$ cat src/rtl/flash_prog_pkg.sv
package flash_prog_pkg;
  typedef enum logic [2:0] {
    OP_WRITE  = 3'd0,
    OP_READ   = 3'd1,
    OP_LOCK1  = 3'd2,
    OP_LOCK2  = 3'd3,
    OP_LOCK3  = 3'd4,
    OP_RDLOCK = 3'd5,
    OP_ERASE  = 3'd6,
    OP_SIG    = 3'd7
  } fp_op_e;

  typedef enum logic [2:0] {
    ST_IDLE, ST_SETUP, ST_STROBE, ST_HOLD, ST_POLL, ST_RESP
  } fp_state_e;

  typedef struct packed {
    logic [4:0] mode;
    logic       hv;
    logic       wr;
    logic       wbyte;
    logic       rdlock;
    logic       sig;
  } fp_ctl_t;

  localparam logic [4:0] MODE_WBYTE = 5'b11110;
endpackage

$ cat src/rtl/fp_mode_decode.sv
module fp_mode_decode
  import flash_prog_pkg::*;
(
  input  logic [2:0] op,
  output fp_ctl_t    ctl
);
  always_comb begin
    ctl = '0;
    unique case (fp_op_e'(op))
      OP_WRITE:  begin ctl.mode = MODE_WBYTE; ctl.hv = 1'b1; ctl.wr = 1'b1; ctl.wbyte = 1'b1; end
      OP_READ:   ctl.mode = 5'b11000;
      OP_LOCK1:  begin ctl.mode = 5'b11111; ctl.hv = 1'b1; ctl.wr = 1'b1; end
      OP_LOCK2:  begin ctl.mode = 5'b00111; ctl.hv = 1'b1; ctl.wr = 1'b1; end
      OP_LOCK3:  begin ctl.mode = 5'b01101; ctl.hv = 1'b1; ctl.wr = 1'b1; end
      OP_RDLOCK: begin ctl.mode = 5'b01011; ctl.rdlock = 1'b1; end
      OP_ERASE:  begin ctl.mode = 5'b00101; ctl.hv = 1'b1; ctl.wr = 1'b1; end
      OP_SIG:    begin ctl.mode = 5'b00000; ctl.sig = 1'b1; end
      default:   ctl = '0;
    endcase
  end
endmodule

$ cat src/rtl/fp_cycle_counter.sv
module fp_cycle_counter #(
  parameter int W = 8
) (
  input  logic         clk,
  input  logic         rst_n,
  input  logic         load,
  input  logic [W-1:0] load_val,
  output logic         done
);
  logic [W-1:0] cnt;

  always_ff @(posedge clk or negedge rst_n) begin
    if (!rst_n)          cnt <= '0;
    else if (load)       cnt <= load_val;
    else if (cnt != '0)  cnt <= cnt - 1'b1;
  end

  assign done = (cnt == '0);
endmodule

$ cat src/rtl/flash_prog_seq.sv
module flash_prog_seq
  import flash_prog_pkg::*;
#(
  parameter int CLK_PERIOD_NS = 20,
  parameter int STROBE_CYC    = 15,
  parameter int SETUP_CYC     = 2,
  parameter int SAMPLE_CYC    = 3,
  parameter int HOLDOFF_CYC   = 2,
  parameter int TIMEOUT_CYC   = 50000
) (
  input  logic        clk,
  input  logic        rst_n,
  input  logic        cmd_valid,
  output logic        cmd_ready,
  input  logic [2:0]  cmd_op,
  input  logic [12:0] cmd_addr,
  input  logic [7:0]  cmd_wdata,
  output logic        rsp_valid,
  input  logic        rsp_ready,
  output logic [7:0]  rsp_data,
  output logic        rsp_err,
  output logic [4:0]  pin_addr_hi,
  output logic [7:0]  pin_addr_lo,
  output logic [7:0]  pin_data_out,
  output logic        pin_data_oe,
  input  logic [7:0]  pin_data_in,
  output logic [4:0]  pin_mode,
  output logic        pin_hv_en,
  output logic        pin_prog_n,
  output logic        pin_rst,
  output logic        pin_psen_n,
  input  logic        pin_rdy
);
  localparam int MAX_A   = (STROBE_CYC > SETUP_CYC) ? STROBE_CYC : SETUP_CYC;
  localparam int MAX_B   = (SAMPLE_CYC > HOLDOFF_CYC) ? SAMPLE_CYC : HOLDOFF_CYC;
  localparam int MAX_AB  = (MAX_A > MAX_B) ? MAX_A : MAX_B;
  localparam int MAX_CYC = (TIMEOUT_CYC > MAX_AB) ? TIMEOUT_CYC : MAX_AB;
  localparam int CNT_W   = $clog2(MAX_CYC + 1) + 1;
  localparam int STROBE_NS = STROBE_CYC * CLK_PERIOD_NS;

  // strobe width must land in the 200..500 ns window
  if (STROBE_NS < 200 || STROBE_NS > 500) begin : g_bad_strobe
    $error("flash_prog_seq: strobe width %0d ns outside 200..500 ns", STROBE_NS);
  end
  if (SETUP_CYC < 1 || SAMPLE_CYC < 1 || HOLDOFF_CYC < 1 || TIMEOUT_CYC < 1) begin : g_bad_cyc
    $error("flash_prog_seq: cycle parameters must be at least 1");
  end

  fp_state_e  st, st_nx;
  fp_ctl_t    dec, ctl_q;
  logic [12:0] addr_q;
  logic [7:0]  wdata_q, rdata_q;
  logic        err_q;
  logic        cnt_load, cnt_done;
  logic [CNT_W-1:0] cnt_val;
  logic        active;

  fp_mode_decode u_dec (.op(cmd_op), .ctl(dec));

  fp_cycle_counter #(.W(CNT_W)) u_cnt (
    .clk(clk), .rst_n(rst_n), .load(cnt_load), .load_val(cnt_val), .done(cnt_done)
  );

  always_comb begin
    st_nx    = st;
    cnt_load = 1'b0;
    cnt_val  = '0;
    unique case (st)
      ST_IDLE: if (cmd_valid) begin
        st_nx    = ST_SETUP;
        cnt_load = 1'b1;
        cnt_val  = dec.wr ? CNT_W'(SETUP_CYC - 1) : CNT_W'(SAMPLE_CYC - 1);
      end
      ST_SETUP: if (cnt_done) begin
        if (ctl_q.wr) begin
          st_nx    = ST_STROBE;
          cnt_load = 1'b1;
          cnt_val  = CNT_W'(STROBE_CYC - 1);
        end else begin
          st_nx = ST_RESP;
        end
      end
      ST_STROBE: if (cnt_done) begin
        st_nx    = ST_HOLD;
        cnt_load = 1'b1;
        cnt_val  = CNT_W'(HOLDOFF_CYC - 1);
      end
      ST_HOLD: if (cnt_done) begin
        st_nx    = ST_POLL;
        cnt_load = 1'b1;
        cnt_val  = CNT_W'(TIMEOUT_CYC - 1);
      end
      ST_POLL: if (pin_rdy || cnt_done) st_nx = ST_RESP;
      ST_RESP: if (rsp_ready) st_nx = ST_IDLE;
      default: st_nx = ST_IDLE;
    endcase
  end

  always_ff @(posedge clk or negedge rst_n) begin
    if (!rst_n) begin
      st      <= ST_IDLE;
      ctl_q   <= '0;
      addr_q  <= '0;
      wdata_q <= '0;
      rdata_q <= '0;
      err_q   <= 1'b0;
    end else begin
      st <= st_nx;
      if (st == ST_IDLE && cmd_valid) begin
        ctl_q   <= dec;
        addr_q  <= dec.sig ? {3'b000, cmd_addr[9:8], 8'h00} : cmd_addr;
        wdata_q <= cmd_wdata;
        err_q   <= 1'b0;
        rdata_q <= '0;
      end
      if (st == ST_SETUP && cnt_done && !ctl_q.wr)
        rdata_q <= ctl_q.rdlock ? (pin_data_in & 8'h1C) : pin_data_in;
      if (st == ST_POLL && !pin_rdy && cnt_done)
        err_q <= 1'b1;
    end
  end

  assign active       = (st == ST_SETUP) || (st == ST_STROBE) || (st == ST_HOLD) || (st == ST_POLL);
  assign cmd_ready    = (st == ST_IDLE);
  assign rsp_valid    = (st == ST_RESP);
  assign rsp_data     = rdata_q;
  assign rsp_err      = err_q;
  assign pin_addr_hi  = addr_q[12:8];
  assign pin_addr_lo  = addr_q[7:0];
  assign pin_data_out = wdata_q;
  assign pin_data_oe  = active && ctl_q.wbyte;
  assign pin_mode     = active ? ctl_q.mode : 5'b00000;
  assign pin_hv_en    = active && ctl_q.hv;
  assign pin_prog_n   = (st != ST_STROBE);
  assign pin_rst      = 1'b1;
  assign pin_psen_n   = 1'b0;

  // strobe width tracker for assertion only
  logic [CNT_W-1:0] low_run;
  always_ff @(posedge clk or negedge rst_n) begin
    if (!rst_n)           low_run <= '0;
    else if (!pin_prog_n) low_run <= low_run + 1'b1;
    else                  low_run <= '0;
  end

  AST_STROBE_WIDTH: assert property (@(posedge clk) disable iff (!rst_n)
    $rose(pin_prog_n) |-> low_run == CNT_W'(STROBE_CYC));
  AST_STROBE_HV: assert property (@(posedge clk) disable iff (!rst_n)
    !pin_prog_n |-> pin_hv_en);
  AST_OE_WRITE_ONLY: assert property (@(posedge clk) disable iff (!rst_n)
    pin_data_oe |-> (pin_hv_en && pin_mode == MODE_WBYTE));
  AST_RSP_HOLD: assert property (@(posedge clk) disable iff (!rst_n)
    (rsp_valid && !rsp_ready) |=> (rsp_valid && $stable(rsp_data) && $stable(rsp_err)));
  AST_NO_ACCEPT_WHILE_HELD: assert property (@(posedge clk) disable iff (!rst_n)
    rsp_valid |-> !cmd_ready);
  AST_NO_BUS_WHEN_IDLE: assert property (@(posedge clk) disable iff (!rst_n)
    cmd_ready |-> (pin_prog_n && !pin_hv_en && !pin_data_oe));
endmodule

$ cat config.mk
export PLATFORM = sky130hd
export DESIGN_NAME = flash_prog_seq
export DESIGN_NICKNAME = d
export VERILOG_FILES = /design/src/rtl/flash_prog_pkg.sv /design/src/rtl/fp_mode_decode.sv /design/src/rtl/fp_cycle_counter.sv /design/src/rtl/flash_prog_seq.sv
export SDC_FILE = /design/constraint.sdc
export NUM_CORES = 1
export LEC_CHECK = 0
export CAP_MARGIN = 5
export CORE_AREA = 2 2 87 89
export DETAILED_ROUTE_END_ITERATION = 16
export DIE_AREA = 0 0 89 91
export HOLD_SLACK_MARGIN = 0.1
export PLACE_DENSITY = 0.68
export SLEW_MARGIN = 20
export SYNTH_ARGS = -nofsm -noshare
export SYNTH_HDL_FRONTEND = slang
export SYNTH_SLANG_ARGS = --single-unit
$ cat constraint.sdc
create_clock -name clk -period 3.03 [get_ports clk]
set_clock_uncertainty 0.2 [all_clocks]
set_input_delay 0.606 -clock clk [delete_from_list [all_inputs] [get_ports clk]]
set_output_delay 0.606 -clock clk [all_outputs]
set_load 0.005 [all_outputs]
=== Word level (Yosys, flattened, before mapping) ===
Cells that the tools add are included.

* Logic and storage cells: 88
* Input bits: 37
* Register bits: 59
* Output and inout bits: 42

* Multiplexer cells: 34
* Add/subtract/negate cells: 1
* Equality and inequality tests: 19
* Reduce and logical (&&, ||, !) cells: 23

{| class="wikitable"
|+ Operators by type and width
! operator !! count
|-
| $pmux 16 s4 || 1
|-
| $pmux 5 s8 || 1
|-
| $mux 17 || 2
|-
| $mux 8 || 3
|-
| $mux 3 || 7
|-
| $eq 3x3->1 const B || 6
|-
| $pmux 3 s6 || 1
|-
| $logic_not 17->1 || 1
|-
| $reduce_bool 17->1 || 1
|-
| $sub 17x1->17 const B || 1
|-
| $mux 16 || 1
|-
| $mux 13 || 1
|-
| $eq 3x2->1 const B || 4
|-
| $mux 1 || 10
|-
| $ne 2x2->1 const B || 5
|-
| $mux 4 || 2
|-
| $logic_and 1x1->1 || 7
|-
| $eq 3x1->1 const B || 2
|-
| $logic_not 3->1 || 2
|-
| $mux 2 || 3
|-
| $reduce_and 6->1 || 1
|-
| $reduce_bool 2->1 || 3
|-
| $mux 5 || 1
|-
| $reduce_or 5->1 || 1
|-
| other kinds (6) || 10
|}

=== Longest topological paths before layout ===
* Word-level depth: 7
* Depth in mapped cells: 8

=== Cells and area by module ===
Synthesis repeated with hierarchy kept, for this count alone.

* Cell total of the unflattened synthesis: 337
* Area, all modules: 3,039.2 um^2

{| class="wikitable"
|+ Modules (own cells, without submodules)
! module !! instances !! cells each !! area an instance (um^2) !! seq. area each (um^2)
|-
| flash_prog_seq || 1 || 214 || 1,920.6 || 1,051.0
|-
| fp_cycle_counter || 1 || 109 || 1,033.5 || 425.4
|-
| fp_mode_decode || 1 || 14 || 85.1 || 0.0
|}

=== Worst setup path after synthesis ===
No wires, ideal clock.

* Path kind: reg2reg
* From: reg u_cnt.cnt[0]
* To: reg rdata_q[0] (netlist: rsp_data[0])
* Stages on the path, launching flop included: 8
* Path buffers: 0
* Setup slack: 0.304 ns
* Required time: 2.703 ns
* Arrival time: 2.399 ns
* Clock period less this slack: 2.726 ns
* Path through: dfrtp_1 -> inv_1 -> ha_1 -> or4b_2 -> or4_4 -> nor4_4 -> nand4_4 -> mux2i_1

* Longest elaborated chain between the ends: 4
* Elaborated cells on any way between the ends: 5
* Classes of those cells: 1 x mux; 4 x reduce/logical

{| class="wikitable"
|+ Ends and longest elaborated chain
! element !! RTL line !! RTL
|-
| from (decl) || fp_cycle_counter.sv:10 || <nowiki>logic [W-1:0] cnt;</nowiki>
|-
| from (signal assigned) || fp_cycle_counter.sv:14 || <nowiki>else if (load) cnt <= load_val;</nowiki>
|-
| from (signal assigned) || fp_cycle_counter.sv:15 || <nowiki>else if (cnt != '0) cnt <= cnt - 1'b1;</nowiki>
|-
| $logic_not 17->1 (*) || fp_cycle_counter.sv:18 || <nowiki>assign done = (cnt == '0);</nowiki>
|-
| $logic_and 1x1->1 (*) (2 in a row) || flash_prog_seq.sv:116 || <nowiki>if (st == ST_SETUP && cnt_done && !ctl_q.wr)</nowiki>
|-
| $mux 8 or $reduce_bool 2->1 (tied branches) || -- ||
|-
| to (signal assigned) || flash_prog_seq.sv:117 || <nowiki>rdata_q <= ctl_q.rdlock ? (pin_data_in & 8'h1C) : pin_data_in;</nowiki>
|-
| to (decl) || flash_prog_seq.sv:52 || <nowiki>logic [7:0] wdata_q, rdata_q;</nowiki>
|}

Mark *: on every way between the ends. The rest lies on a longest branch, timed or not.
A chain may end at the register's enable or synchronous reset.

=== Worst setup path in the final report ===
* From: reg u_cnt.cnt[0]
* To: reg u_cnt.cnt[0]

* Longest elaborated chain between the ends: 4
* Elaborated cells on any way between the ends: 13
* Classes of those cells: 1 x add/sub; 9 x mux; 3 x reduce/logical

{| class="wikitable"
|+ Ends and longest elaborated chain
! element
|-
| parallel branches: the longest is 4 deep, another holds $sub 17x1->17
|}

Several ways; the timed one is not identified. The select of a mux whose other input is x is not followed.

==> results.toml <==
[worst_setup_path]
crit_chain = "inv_1 -> ha_1 -> or4b_2 -> or4_4 -> nor4_4 -> buf_4 -> nor3_1 -> a211o_2"
start_kind = "register"
worstPathRequired_ns = 3.04
critPathCaptureType = "register"
path_class = "reg2reg"
worstPathArrival_ns = 2.82
cpPeakStageDelay_ns = 0.58
r2r_cells = 8
path_max_fanout = 9
cp_slowest_cell = "or4b_2"

[global_routing]
grtUsageTotal_pct = 18.0
grt_overflow_total = 0
grt_pass1_wl_mm = 11.4
grt_max_degree = 38
first_global_vias = 2441
antenna_found_initial = 0

[flow_run]
drv_cap = 0

[timing]
layout_setup_ws_ns = 0.222
setup-violations-final = 0
slew_headroom_pct = 63.0
hold_viol_final = 0
final.min_clock_period_ns = 2.81
rsz0062_at_grt = "no"
slew_viol_final = 0
tightest_slew_ns = 0.551
tns_ns = 0
fin_crit_sh_pct = 92.7
max_freq_mhz = 356

[drt]
drtAntennaViolNets = 0
first_iter_violations = 153
routedWlPerCell_um = 13.8
dr_total_vias = 2403
drtPass1Iterations = 4
via_per_inst = 5.07
totalWireLength_mm = 6.54
drcViolationCount = 0

[finish]
synthToLayoutAreaGrowth_pct = 38.5
drive_gt1_share_pct = 9.87
final_nets = 409
antennaDiodeCount = 0
fill_cells = 673

[synthesis]
post-synth-top-count-cell = "dfrtp_1"
ys_seq_area_share_pct = 51.4
syn_area_um2 = 2820
yosysWarnings = 0
synth_nets = 327
synthTopCellsByCount = "58 x dfrtp_1, 50 x nand2_1, 22 x nor2_1, 15 x o21ai_0"
yosys.area.top_type = "dfrtp_1"
yosysUniqueCellTypes = 50
yosysTopAreaCellShare_pct = 51.4
netlist_top_cells_area = "dfrtp_1 51%, nand2_1 6.7%, a22o_1 3.4%, mux2i_1 3.2%, xnor2_1 3.1%"
syn_inst = 288
ys_ff_latch = 58
ys.flop_type = "dfrtp_1"
synth_edf_count = 0
synthArstFlopShare_pct = 100
syn_area_per_cell_um2 = 9.80

[clock_network]
cts_setup_buffers = 0
cts_buffer_depth = 2
cts_root_buf = "clkbuf_8"
cts_resized = 0
hold_buffers = 1
clock_sinks = 58
h-tree-depth = 3
cts_tree = "built"
cts_buffers = 9
clkTransAtPathRegs_ns = 0.06
clk_latency_ns = 0.32

[die]
rows = 31
ioPinCount = 79
core_area_um2 = 7140
initial_core_util_pct = 39.5
chipWidth_um = 89
die_h_um = 91
dieArea_um2 = 8100

[hold_path]
hp-class = "reg2reg"
min_path_cells = 2

[placed_design]
pre_cts_ws_ns = 0.210
dp_hpwl_mm = 4.71
globalplace.congestion = 0.864
numPortBuffers = 76

[power]
leakage_nw = 1.77
powerDensity_nw_per_um2 = 853
peakVddDrop_mv = 0.409

[status]
status = "finished, final reports clean"
## cells by family after synthesis
logic type | after synthesis | share of synthesized area [%]
AND/OR/NAND/NOR | 124 | 22.6
flip-flops | 58 | 51.4
XOR/XNOR | 16 | 4.97
AO/OA/AOI/OAI | 49 | 11.8
other | 2 | 0.266
adder cells (fa/ha/maj) | 2 | 0.887
multiplexers | 10 | 3.99
buffers and inverters | 27 | 4.08
## metal layers
layer,GRT usage [%],wire [um],vias up
li1,-,-,1150
met1,24.2,2990,1164
met2,27.2,2990,79
met3,4.64,440,10
met4,7.84,116,0
met5,0,0,-
## cell type report
class                   instances  area, um2  area share [%]
clock buffers                  14        173            4.42
inverters                      11       41.3            1.06
well taps                      99        124            3.17
clock inverters                 2       10.0           0.256
flip-flops and latches         58       1450            37.1
repair buffers                 87        853            21.8
multi-input cells             203       1250            32.1
## layout by cell type, fill, tap and decap left out, types with 2 or more instances in the layout
cell and instances:
o21ai_0 15, nor2_1 22, nand3_1 6, xnor2_1 10, clkdlybuf4s50_1 75, clkbuf_8 12
nand4_1 4, a22o_1 11, o211ai_1 3, ha_1 2, and2_1 8, conb_1 2
or4b_2 2, or4_1 2, nand2_1 50, nor4_1 4, clkinv_2 2, a21o_1 2
xor2_1 6, clkbuf_1 2, mux2i_1 9, nor3_1 8, a21oi_1 6, o21a_1 2
or2_2 2, buf_4 9, dfrtp_1 58, nand2b_1 6, inv_1 10
## power by group
part	total, W	switching [W]	internal (W)	leakage (nW)
sequential	0.00139	0.000270	0.00112	0.734
combinational	0.00130	0.000510	0.000790	0.943
clock	0.000648	0.000286	0.000362	0.0965
total	0.00333	0.00107	0.00227	1.77
## path summary, 6_finish.rpt
kind                               from            to  slack [ns]
setup / recovery           u_cnt.cnt[0]  u_cnt.cnt[0]        0.22
hold / removal                 ctl_q[2]      ctl_q[2]        0.27
setup reg to reg           u_cnt.cnt[0]  u_cnt.cnt[0]        0.22
hold reg to reg                ctl_q[2]      ctl_q[2]        0.27
max in group asynchronous         rst_n     addr_q[6]        1.40
min in group asynchronous         rst_n   rsp_data[4]        0.56
## critical path: cells and delay by family (launching register included)
family,cells,cell delay [ns]
and+or+nand+nor,4,1.30
DFF,1,0.42
buffers and inverters,2,0.31
AOI/OAI and AO/OA,1,0.31
adders and majority gates,1,0.15
## sequential cells by signal (all words and copies together) (netlist names)
register,flops
addr_q,13
u_cnt.cnt,17
ctl_q,8
pin_data_out,8
rsp_err,1
rsp_data,8
st,3
## through the flow
| stage | util (%) | instance area (um2) | hold slack, ns | std cells | power [W] |
|---|---|---|---|---|---|
| 2_1_floorplan | - | 2820 | 0.110 | 288 | 0.00201 |
| 3_3_place_gp | 52.1 | 3710 | 0.249 | 457 | 0.00267 |
| 3_5_place_dp | 52.1 | 3710 | 0.262 | 457 | 0.00270 |
| 4_1_cts | 54.8 | 3910 | 0.277 | 474 | 0.00337 |
| 5_1_grt | 54.8 | 3910 | 0.301 | 474 | 0.00360 |
| 6_report | 54.8 | 3910 | 0.271 | 474 | 0.00333 |
(Power assumes the default switching activity.)
